File: src/rtl/frac_seq_pkg.sv
package frac_seq_pkg;

    // datapath widths shared by the sequencer and its neighbours
    localparam int INT_W   = 16;
    localparam int MOD_W   = 12;
    localparam int DIV_W   = INT_W + 1;
    localparam int STAGES  = 3;
    localparam int OFFS_W  = 4;

    // active setting, compared as a whole against the incoming words
    typedef struct packed {
        logic [INT_W-1:0] int_w;
        logic [MOD_W-1:0] frac_w;
        logic [MOD_W-1:0] mod_w;
        logic             presc_hi;
        logic             spur_mode;
        logic             int_mode;
    } ratio_cfg_t;

    // what a strobe does this cycle
    typedef enum logic [1:0] {
        ACT_IDLE   = 2'd0,
        ACT_RELOAD = 2'd1,
        ACT_STEP   = 2'd2,
        ACT_HOLD   = 2'd3
    } seq_act_e;

    typedef logic signed [OFFS_W-1:0] offs_t;

    // sign-extend a modulator offset to the divide width plus one guard bit
    function automatic logic [DIV_W:0] widen_offs(input offs_t o);
        return {{(DIV_W + 1 - OFFS_W){o[OFFS_W-1]}}, o};
    endfunction

endpackage

File: src/rtl/fracn_cfg_check.sv
module fracn_cfg_check
    import frac_seq_pkg::*;
#(
    parameter int IW        = INT_W,
    parameter int MW        = MOD_W,
    parameter int LO_P45    = 23,
    parameter int HI_P45    = 32767,
    parameter int LO_P89    = 75,
    parameter int MOD_LO_LN = 2,
    parameter int MOD_LO_LS = 50
) (
    input  logic [IW-1:0] int_w,
    input  logic [MW-1:0] frac_w,
    input  logic [MW-1:0] mod_w,
    input  logic          presc_hi,
    input  logic          spur_mode,
    input  logic          int_mode,
    output logic          legal,
    output logic          int_only
);
    localparam logic [IW-1:0] I_LO45 = IW'(LO_P45);
    localparam logic [IW-1:0] I_HI45 = IW'(HI_P45);
    localparam logic [IW-1:0] I_LO89 = IW'(LO_P89);
    localparam logic [MW-1:0] M_LOLN = MW'(MOD_LO_LN);
    localparam logic [MW-1:0] M_LOLS = MW'(MOD_LO_LS);

    logic int_ok, mod_ok, frac_ok;
    logic [MW-1:0] mod_floor;

    always_comb begin
        int_only  = int_mode && (frac_w == '0);
        mod_floor = spur_mode ? M_LOLS : M_LOLN;
        if (presc_hi)
            int_ok = (int_w >= I_LO89);
        else
            int_ok = (int_w >= I_LO45) && (int_w <= I_HI45);
        mod_ok  = int_only || (mod_w >= mod_floor);
        frac_ok = int_only || (frac_w < mod_w);
        legal   = int_ok && mod_ok && frac_ok;
    end


    frac_bound_chk: assert final (!(legal && !int_only) || frac_w < mod_w);

endmodule

File: src/rtl/fracn_mod_acc.sv
module fracn_mod_acc
    import frac_seq_pkg::*;
#(
    parameter int W = MOD_W
) (
    input  logic         clk,
    input  logic         rst,
    input  logic         clr,
    input  logic         step,
    input  logic [W-1:0] addend,
    input  logic [W-1:0] modulus,
    output logic [W-1:0] sum_now,
    output logic         carry
);
    logic [W-1:0] acc_q;
    logic [W:0]   sum_raw;
    logic [W:0]   sum_wrap;

    always_comb begin
        sum_raw  = {1'b0, acc_q} + {1'b0, addend};
        sum_wrap = sum_raw - {1'b0, modulus};
        carry    = (sum_raw >= {1'b0, modulus});
        sum_now  = carry ? sum_wrap[W-1:0] : sum_raw[W-1:0];
    end

    always_ff @(posedge clk) begin
        if (rst || clr)
            acc_q <= '0;
        else if (step)
            acc_q <= sum_now;
    end


    acc_wrap_chk: assert property (@(posedge clk) disable iff (rst)
        (step && !clr && addend < modulus && acc_q < modulus) |=> (acc_q < $past(modulus)));

endmodule

File: src/rtl/fracn_noise_shaper.sv
module fracn_noise_shaper
    import frac_seq_pkg::*;
#(
    parameter int N_CY = STAGES
) (
    input  logic            clk,
    input  logic            rst,
    input  logic            clr,
    input  logic            step,
    input  logic [N_CY-1:0] cy,
    output offs_t           offset
);
    logic c2_d1;
    logic c3_d1, c3_d2;
    logic [OFFS_W-1:0] pos_sum, neg_sum;

    always_comb begin
        pos_sum = OFFS_W'(cy[0]) + OFFS_W'(cy[1]) + OFFS_W'(cy[2]) + OFFS_W'(c3_d2);
        neg_sum = OFFS_W'(c2_d1) + OFFS_W'({c3_d1, 1'b0});
        offset  = offs_t'(pos_sum - neg_sum);
    end

    always_ff @(posedge clk) begin
        if (rst || clr) begin
            c2_d1 <= 1'b0;
            c3_d1 <= 1'b0;
            c3_d2 <= 1'b0;
        end else if (step) begin
            c2_d1 <= cy[1];
            c3_d1 <= cy[2];
            c3_d2 <= c3_d1;
        end
    end


    offs_span_chk: assert property (@(posedge clk) disable iff (rst)
        step |-> (offset >= -4'sd3 && offset <= 4'sd4));

endmodule

File: src/rtl/fracn_ratio_seq.sv
module fracn_ratio_seq
    import frac_seq_pkg::*;
#(
    parameter int INT_LO_P45 = 23,
    parameter int INT_HI_P45 = 32767,
    parameter int INT_LO_P89 = 75,
    parameter int MOD_LO_LN  = 2,
    parameter int MOD_LO_LS  = 50
) (
    input  logic             clk,
    input  logic             rst,
    input  logic             cyc_end,
    input  logic [INT_W-1:0] int_word,
    input  logic [MOD_W-1:0] frac_word,
    input  logic [MOD_W-1:0] mod_word,
    input  logic             presc_hi,
    input  logic             spur_mode,
    input  logic             int_mode,
    output logic [DIV_W-1:0] div_val,
    output logic             range_err
);
    ratio_cfg_t cfg_in, cfg_q;
    logic       loaded_q, err_q, int_only_q;
    logic       legal_in, int_only_in, cfg_diff;
    seq_act_e   act;
    logic [DIV_W-1:0] div_q, div_step;
    logic [DIV_W:0]   div_wide;
    offs_t      offset;
    logic       mod_clr, mod_step;

    logic [STAGES-1:0][MOD_W-1:0] st_in;
    logic [STAGES-1:0][MOD_W-1:0] st_sum;
    logic [STAGES-1:0]            st_cy;

    assign cfg_in = '{int_w: int_word, frac_w: frac_word, mod_w: mod_word,
                      presc_hi: presc_hi, spur_mode: spur_mode, int_mode: int_mode};

    fracn_cfg_check #(
        .IW(INT_W), .MW(MOD_W),
        .LO_P45(INT_LO_P45), .HI_P45(INT_HI_P45), .LO_P89(INT_LO_P89),
        .MOD_LO_LN(MOD_LO_LN), .MOD_LO_LS(MOD_LO_LS)
    ) u_check (
        .int_w(int_word), .frac_w(frac_word), .mod_w(mod_word),
        .presc_hi(presc_hi), .spur_mode(spur_mode), .int_mode(int_mode),
        .legal(legal_in), .int_only(int_only_in)
    );

    always_comb begin
        cfg_diff = !loaded_q || (cfg_in != cfg_q);
        if (!cyc_end)      act = ACT_IDLE;
        else if (cfg_diff) act = ACT_RELOAD;
        else if (err_q)    act = ACT_HOLD;
        else               act = ACT_STEP;
        mod_clr  = (act == ACT_RELOAD);
        mod_step = (act == ACT_STEP) && !int_only_q;
    end

    // cascade of modulo-MOD accumulators, each fed by the previous sum
    for (genvar g = 0; g < STAGES; g++) begin : g_stage
        if (g == 0) begin : g_head
            assign st_in[g] = cfg_q.frac_w;
        end else begin : g_tail
            assign st_in[g] = st_sum[g-1];
        end
        fracn_mod_acc #(.W(MOD_W)) u_acc (
            .clk(clk), .rst(rst), .clr(mod_clr), .step(mod_step),
            .addend(st_in[g]), .modulus(cfg_q.mod_w),
            .sum_now(st_sum[g]), .carry(st_cy[g])
        );
    end

    fracn_noise_shaper #(.N_CY(STAGES)) u_shape (
        .clk(clk), .rst(rst), .clr(mod_clr), .step(mod_step),
        .cy(st_cy), .offset(offset)
    );

    always_comb begin
        div_wide = {2'b00, cfg_q.int_w} + widen_offs(offset);
        div_step = int_only_q ? {1'b0, cfg_q.int_w} : div_wide[DIV_W-1:0];
    end

    always_ff @(posedge clk) begin
        if (rst) begin
            cfg_q      <= '0;
            loaded_q   <= 1'b0;
            err_q      <= 1'b0;
            int_only_q <= 1'b0;
            div_q      <= '0;
        end else begin
            unique case (act)
                ACT_RELOAD: begin
                    cfg_q      <= cfg_in;
                    loaded_q   <= 1'b1;
                    err_q      <= !legal_in;
                    int_only_q <= int_only_in;
                    if (legal_in)
                        div_q <= {1'b0, int_word};
                end
                ACT_STEP:  div_q <= div_step;
                ACT_HOLD:  div_q <= div_q;
                default:   div_q <= div_q;
            endcase
        end
    end

    assign div_val   = div_q;
    assign range_err = err_q;


    idle_hold_chk: assert property (@(posedge clk) disable iff (rst)
        !cyc_end |=> ($stable(div_val) && $stable(range_err)));


    reload_int_chk: assert property (@(posedge clk) disable iff (rst)
        (cyc_end && cfg_diff && legal_in) |=> (div_val == {1'b0, $past(int_word)} && !range_err));


    bad_cfg_hold_chk: assert property (@(posedge clk) disable iff (rst)
        (cyc_end && cfg_diff && !legal_in) |=> ($stable(div_val) && range_err));


    out_window_chk: assert property (@(posedge clk) disable iff (rst)
        (loaded_q && !err_q) |-> ((div_val + 3 >= {1'b0, cfg_q.int_w}) &&
                                  (div_val <= {1'b0, cfg_q.int_w} + 4)));


    int_only_chk: assert property (@(posedge clk) disable iff (rst)
        (loaded_q && !err_q && int_only_q) |-> (div_val == {1'b0, cfg_q.int_w}));

endmodule

File: config.mk
export PLATFORM = sky130hd
export DESIGN_NAME = fracn_ratio_seq
export DESIGN_NICKNAME = d
export VERILOG_FILES = /design/src/rtl/frac_seq_pkg.sv /design/src/rtl/fracn_cfg_check.sv /design/src/rtl/fracn_mod_acc.sv /design/src/rtl/fracn_noise_shaper.sv /design/src/rtl/fracn_ratio_seq.sv
export SDC_FILE = /design/constraint.sdc
export NUM_CORES = 1
export LEC_CHECK = 0
export BUFFER_PORTS_ARGS = -buffer_cell sky130_fd_sc_hd__buf_2
export CAP_MARGIN = 0
export CORE_ASPECT_RATIO = 0.75
export CORE_MARGIN = 3
export CORE_UTILIZATION = 40
export CTS_BUF_LIST = sky130_fd_sc_hd__clkbuf_8
export CTS_CLUSTER_SIZE = 16
export DETAILED_ROUTE_END_ITERATION = 16
export PLACE_DENSITY_LB_ADDON = 0.3
export SETUP_SLACK_MARGIN = 0.3
export SYNTH_ARGS = -nofsm -noshare
export SYNTH_HDL_FRONTEND = slang
export SYNTH_SLANG_ARGS = --single-unit
export TNS_END_PERCENT = 1
File: constraint.sdc
create_clock -name clk -period 33.1 [get_ports clk]
set_input_delay 6.62 -clock clk [delete_from_list [all_inputs] [get_ports clk]]
set_output_delay 6.62 -clock clk [all_outputs]
set_load 0.02 [all_outputs]
==> impl_metrics.xml <==
<?xml version="1.0" encoding="UTF-8"?>
<metrics>
  <group name="drt">
    <metric name="postRouteAntennaNets" unit="">0</metric>
    <metric name="first_iter_violations" unit="">951</metric>
    <metric name="route.detailed.drc" unit="">0</metric>
    <metric name="drt-vias-per-instance" unit="">5.85</metric>
    <metric name="total_via_count_after_detailed_routing" unit="">9021</metric>
    <metric name="final_routed_wirelength" unit="mm">28.7</metric>
    <metric name="wl_per_cell" unit="um">18.6</metric>
    <metric name="drtPass1Iterations" unit="">5</metric>
  </group>
  <group name="power">
    <metric name="switching_share_of_total_power" unit="">0.454</metric>
    <metric name="total_power_consumption" unit="mW">0.593</metric>
    <metric name="power_per_cell_area" unit="nW/um2">57.1</metric>
    <metric name="share_seq_of_total_power" unit="">0.225</metric>
    <metric name="share_clk_of_total_power" unit="">0.141</metric>
    <metric name="combPwrFrac" unit="">0.634</metric>
    <metric name="switchingPower" unit="mW">0.269</metric>
    <metric name="p_leak" unit="nW">4.54</metric>
    <metric name="power.internal" unit="mW">0.324</metric>
    <metric name="irDropWorstVdd" unit="uV">66.3</metric>
  </group>
  <group name="setup_path">
    <metric name="startpoint" unit="">cfg_q[15]</metric>
    <metric name="worstReg2RegStart" unit="">cfg_q[15]</metric>
    <metric name="worst_r2r_endpoint" unit="">div_val[13]</metric>
    <metric name="timing.critical_path.mode_cell" unit="">ha_1</metric>
    <metric name="cell_at_the_slowest_stage_of_the_critical_path" unit="">o211a_1</metric>
    <metric name="cp_slowest_stage_delay" unit="ps">560</metric>
    <metric name="startpoint_type" unit="">flip-flop</metric>
    <metric name="reg2reg_setup_slack" unit="ps">18910</metric>
    <metric name="required" unit="ps">33350</metric>
    <metric name="end_kind" unit="">flip-flop</metric>
    <metric name="path_max_fanout" unit="">38</metric>
    <metric name="r2r.worst_path.cells" unit="">60</metric>
    <metric name="path_class" unit="">reg2reg</metric>
    <metric name="cp_data_arrival_time" unit="ps">14440</metric>
  </group>
  <group name="floorplan">
    <metric name="chipHeight" unit="um">141</metric>
    <metric name="core" unit="um2">23400</metric>
    <metric name="floorplan.die_area" unit="um2">26100</metric>
    <metric name="io-pin-count" unit="">64</metric>
    <metric name="placement_rows" unit="">48</metric>
    <metric name="die_w" unit="um">185</metric>
    <metric name="initial_core_util" unit="">0.414</metric>
  </group>
  <group name="final_layout">
    <metric name="design.final.nets" unit="">1386</metric>
    <metric name="multi_input_comb_area" unit="um2">7130</metric>
    <metric name="layout-drive-gt1-share" unit="">0.105</metric>
    <metric name="n_fill_cell" unit="">2312</metric>
    <metric name="antenna_diode_count" unit="">0</metric>
    <metric name="area_growth_syn_to_layout" unit="%">7.43</metric>
    <metric name="seq_area" unit="um2">2040</metric>
    <metric name="fin_area" unit="um2">10400</metric>
  </group>
  <group name="grt">
    <metric name="globalRoute.totalOverflow" unit="">0</metric>
    <metric name="global_route.usage.total" unit="">0.217</metric>
    <metric name="vias_in_the_first_global_route" unit="">7973</metric>
    <metric name="grt_first_pass_wirelength" unit="mm">44.9</metric>
    <metric name="largest_net_degree_at_the_start_of_global_routing" unit="">61</metric>
    <metric name="antenna_found_initial" unit="">1</metric>
  </group>
  <group name="timing">
    <metric name="max-slew-margin-rel" unit="">0.219</metric>
    <metric name="hold_slack_final" unit="ps">481</metric>
    <metric name="final.setup.tns" unit="ps">0</metric>
    <metric name="setup_viol" unit="">0</metric>
    <metric name="achievable-frequency" unit="MHz">70.5</metric>
    <metric name="finalMaxSlewViolations" unit="">0</metric>
    <metric name="fin_skew" unit="ps">25.3</metric>
    <metric name="timing.final.crit_period" unit="ps">14190</metric>
    <metric name="worstMarginPinSlew" unit="ps">1170</metric>
    <metric name="period_share" unit="">0.429</metric>
    <metric name="hold_viol_final" unit="">0</metric>
    <metric name="rsz_0062_raised_after_global_routing" unit="">false</metric>
    <metric name="setup_slack" unit="ps">18910</metric>
  </group>
  <group name="logic_synthesis">
    <metric name="post-synth-top-area-cell" unit="">dfxtp_1</metric>
    <metric name="synth_top_area_frac" unit="">0.211</metric>
    <metric name="ys.warnings.count" unit="">0</metric>
    <metric name="synth.avg_cell_area" unit="um2">7.97</metric>
    <metric name="synth_edf_count" unit="">0</metric>
    <metric name="async_flop_share" unit="">0</metric>
    <metric name="post_synth_instance_area" unit="um2">9660</metric>
    <metric name="yosys-top-cells-area" unit="">dfxtp_1 21%, ha_1 12%, nor2_1 6.6%</metric>
    <metric name="instance_count_of_the_mapped_netlist" unit="">1212</metric>
    <metric name="synth.yosys.seq_area_share" unit="">0.211</metric>
    <metric name="mappedNetlistNets" unit="">1360</metric>
    <metric name="synth_cell_types" unit="">82</metric>
    <metric name="prevailing_post_synth_register_cell" unit="">dfxtp_1</metric>
    <metric name="synthesis_stage_register_bit_count" unit="">102</metric>
  </group>
  <group name="clock_network">
    <metric name="worst_setup_hold_path_clk_slew" unit="ps">130</metric>
    <metric name="clock_tree_from_tritoncts" unit="">yes</metric>
    <metric name="cts_hold_buf" unit="">0</metric>
    <metric name="h_tree_levels" unit="">3</metric>
    <metric name="ctsLongestPathBuffers" unit="">2</metric>
    <metric name="cts_inserted_buffers" unit="">9</metric>
    <metric name="clock_insertion_delay_worst_skew" unit="ps">410</metric>
    <metric name="cts.repair.resized" unit="">0</metric>
    <metric name="clkSinkCount" unit="">102</metric>
    <metric name="post_cts_buffers" unit="">0</metric>
    <metric name="ctsRootBufferMaster" unit="">clkbuf_8</metric>
  </group>
  <group name="placed_design">
    <metric name="placedInstanceArea" unit="um2">10200</metric>
    <metric name="dp_hpwl" unit="mm">22.2</metric>
    <metric name="place_worst_setup_slack" unit="ps">19130</metric>
    <metric name="gp_routability_congestion" unit="">0.964</metric>
    <metric name="io_buffer_count" unit="">63</metric>
  </group>
  <group name="status">
    <metric name="status" unit="">completed</metric>
  </group>
  <group name="min_path">
    <metric name="min-delay-path-class" unit="">reg2reg</metric>
    <metric name="holdPathEnd" unit="">loaded_q</metric>
    <metric name="holdCritStartpoint" unit="">loaded_q</metric>
    <metric name="hold_path_depth" unit="">2</metric>
  </group>
  <group name="flow_run">
    <metric name="reported_max_cap_violation_count" unit="">0</metric>
  </group>
</metrics>
## flip-flops by register name, indices dropped and copies added, names as in the netlist
register / flops
g_stage.u_acc.acc_q: 36
u_shape.c3_d2: 1
range_err: 1
loaded_q: 1
int_only_q: 1
u_shape.c2_d1: 1
cfg_q: 43
u_shape.c3_d1: 1
div_val: 17
## critical path, delay by kind of cell, from the launching register on
kind | cells | cell delay [ps]
mux | 2 | 730
simple gates | 9 | 1470
fa+ha+maj | 12 | 3490
compound gates | 25 | 6030
buf+inv | 8 | 1220
xor+xnor | 4 | 670
flops | 1 | 390
## per-layer routing
layer | wire (um) | track usage
met5 | 13 | 0
met4 | 433 | 0.0462
met3 | 2560 | 0.0547
met2 | 11000 | 0.289
met1 | 14700 | 0.346
## cell usage in the layout (no fill, tap or decap), types with 25 or more instances in the layout
cell / synthesis / layout
o21a_1: 29 / 29
xor2_1: 52 / 52
a211oi_1: 40 / 40
xnor2_1: 47 / 47
ha_1: 93 / 93
a21oi_1: 69 / 69
inv_1: 73 / 73
o21ai_0: 49 / 49
nand2_1: 41 / 40
nor3_1: 25 / 25
nor2_1: 171 / 171
dfxtp_1: 102 / 102
mux2i_1: 60 / 60
buf_2: 19 / 63
## synthesized netlist by cell type, types with 22 or more instances
library cell,count
a211oi_1,40
a21o_1,22
a21oi_1,69
clkbuf_1,34
dfxtp_1,102
ha_1,93
inv_1,73
mux2_2,22
mux2i_1,60
nand2_1,41
nand3_1,22
nor2_1,171
nor3_1,25
nor4_1,22
o21a_1,29
o21ai_0,49
xnor2_1,47
xor2_1,52
## how the worst max path moves through the flow
stage	to	slack, ps
floorplan	div_val[15]	20590
global placement	div_val[13]	19380
detailed placement	div_val[13]	19130
CTS	div_val[13]	19060
global route	div_val[8]	17870
finish	div_val[13]	18910
## per-stage QoR
step	std cells	utilization
final	1543	0.444
after global routing	1543	0.444
after CTS	1543	0.444
after detailed placement	1527	0.436
after global placement	1527	0.436
after floorplan	1212	-
## cells by family (layout without fill, tap and decap cells)
group                    count (synthesis)  count (layout)  synth area share
multiplexers                            83              83            0.0890
AND/OR/NAND/NOR                        396             396             0.205
buffers and inverters                  128             159            0.0526
flip-flops                             102             102             0.211
XOR/XNOR                                99              99            0.0897
adder cells (fa/ha/maj)                102             102             0.139
AO/OA/AOI/OAI                          302             302             0.213
## power groups by stage
stage | logic [mW] | clock network (mW) | registers [mW]
after global routing | 0.417 | 0.0906 | 0.134
after CTS | 0.371 | 0.0867 | 0.134
final | 0.376 | 0.0836 | 0.134
after global placement | 0.366 | 0 | 0.136
after detailed placement | 0.368 | 0 | 0.136
after floorplan | 0.294 | 0 | 0.134
## layout make-up
cell class,instances,area share
Inverter,74,0.0268
Multi-Input combinational cell,982,0.686
Timing Repair Buffer,69,0.0347
Clock inverter,6,0.00591
Tap cell,300,0.0362
Sequential cell,102,0.197
Clock buffer,10,0.0133
(Power assumes the default switching activity.)
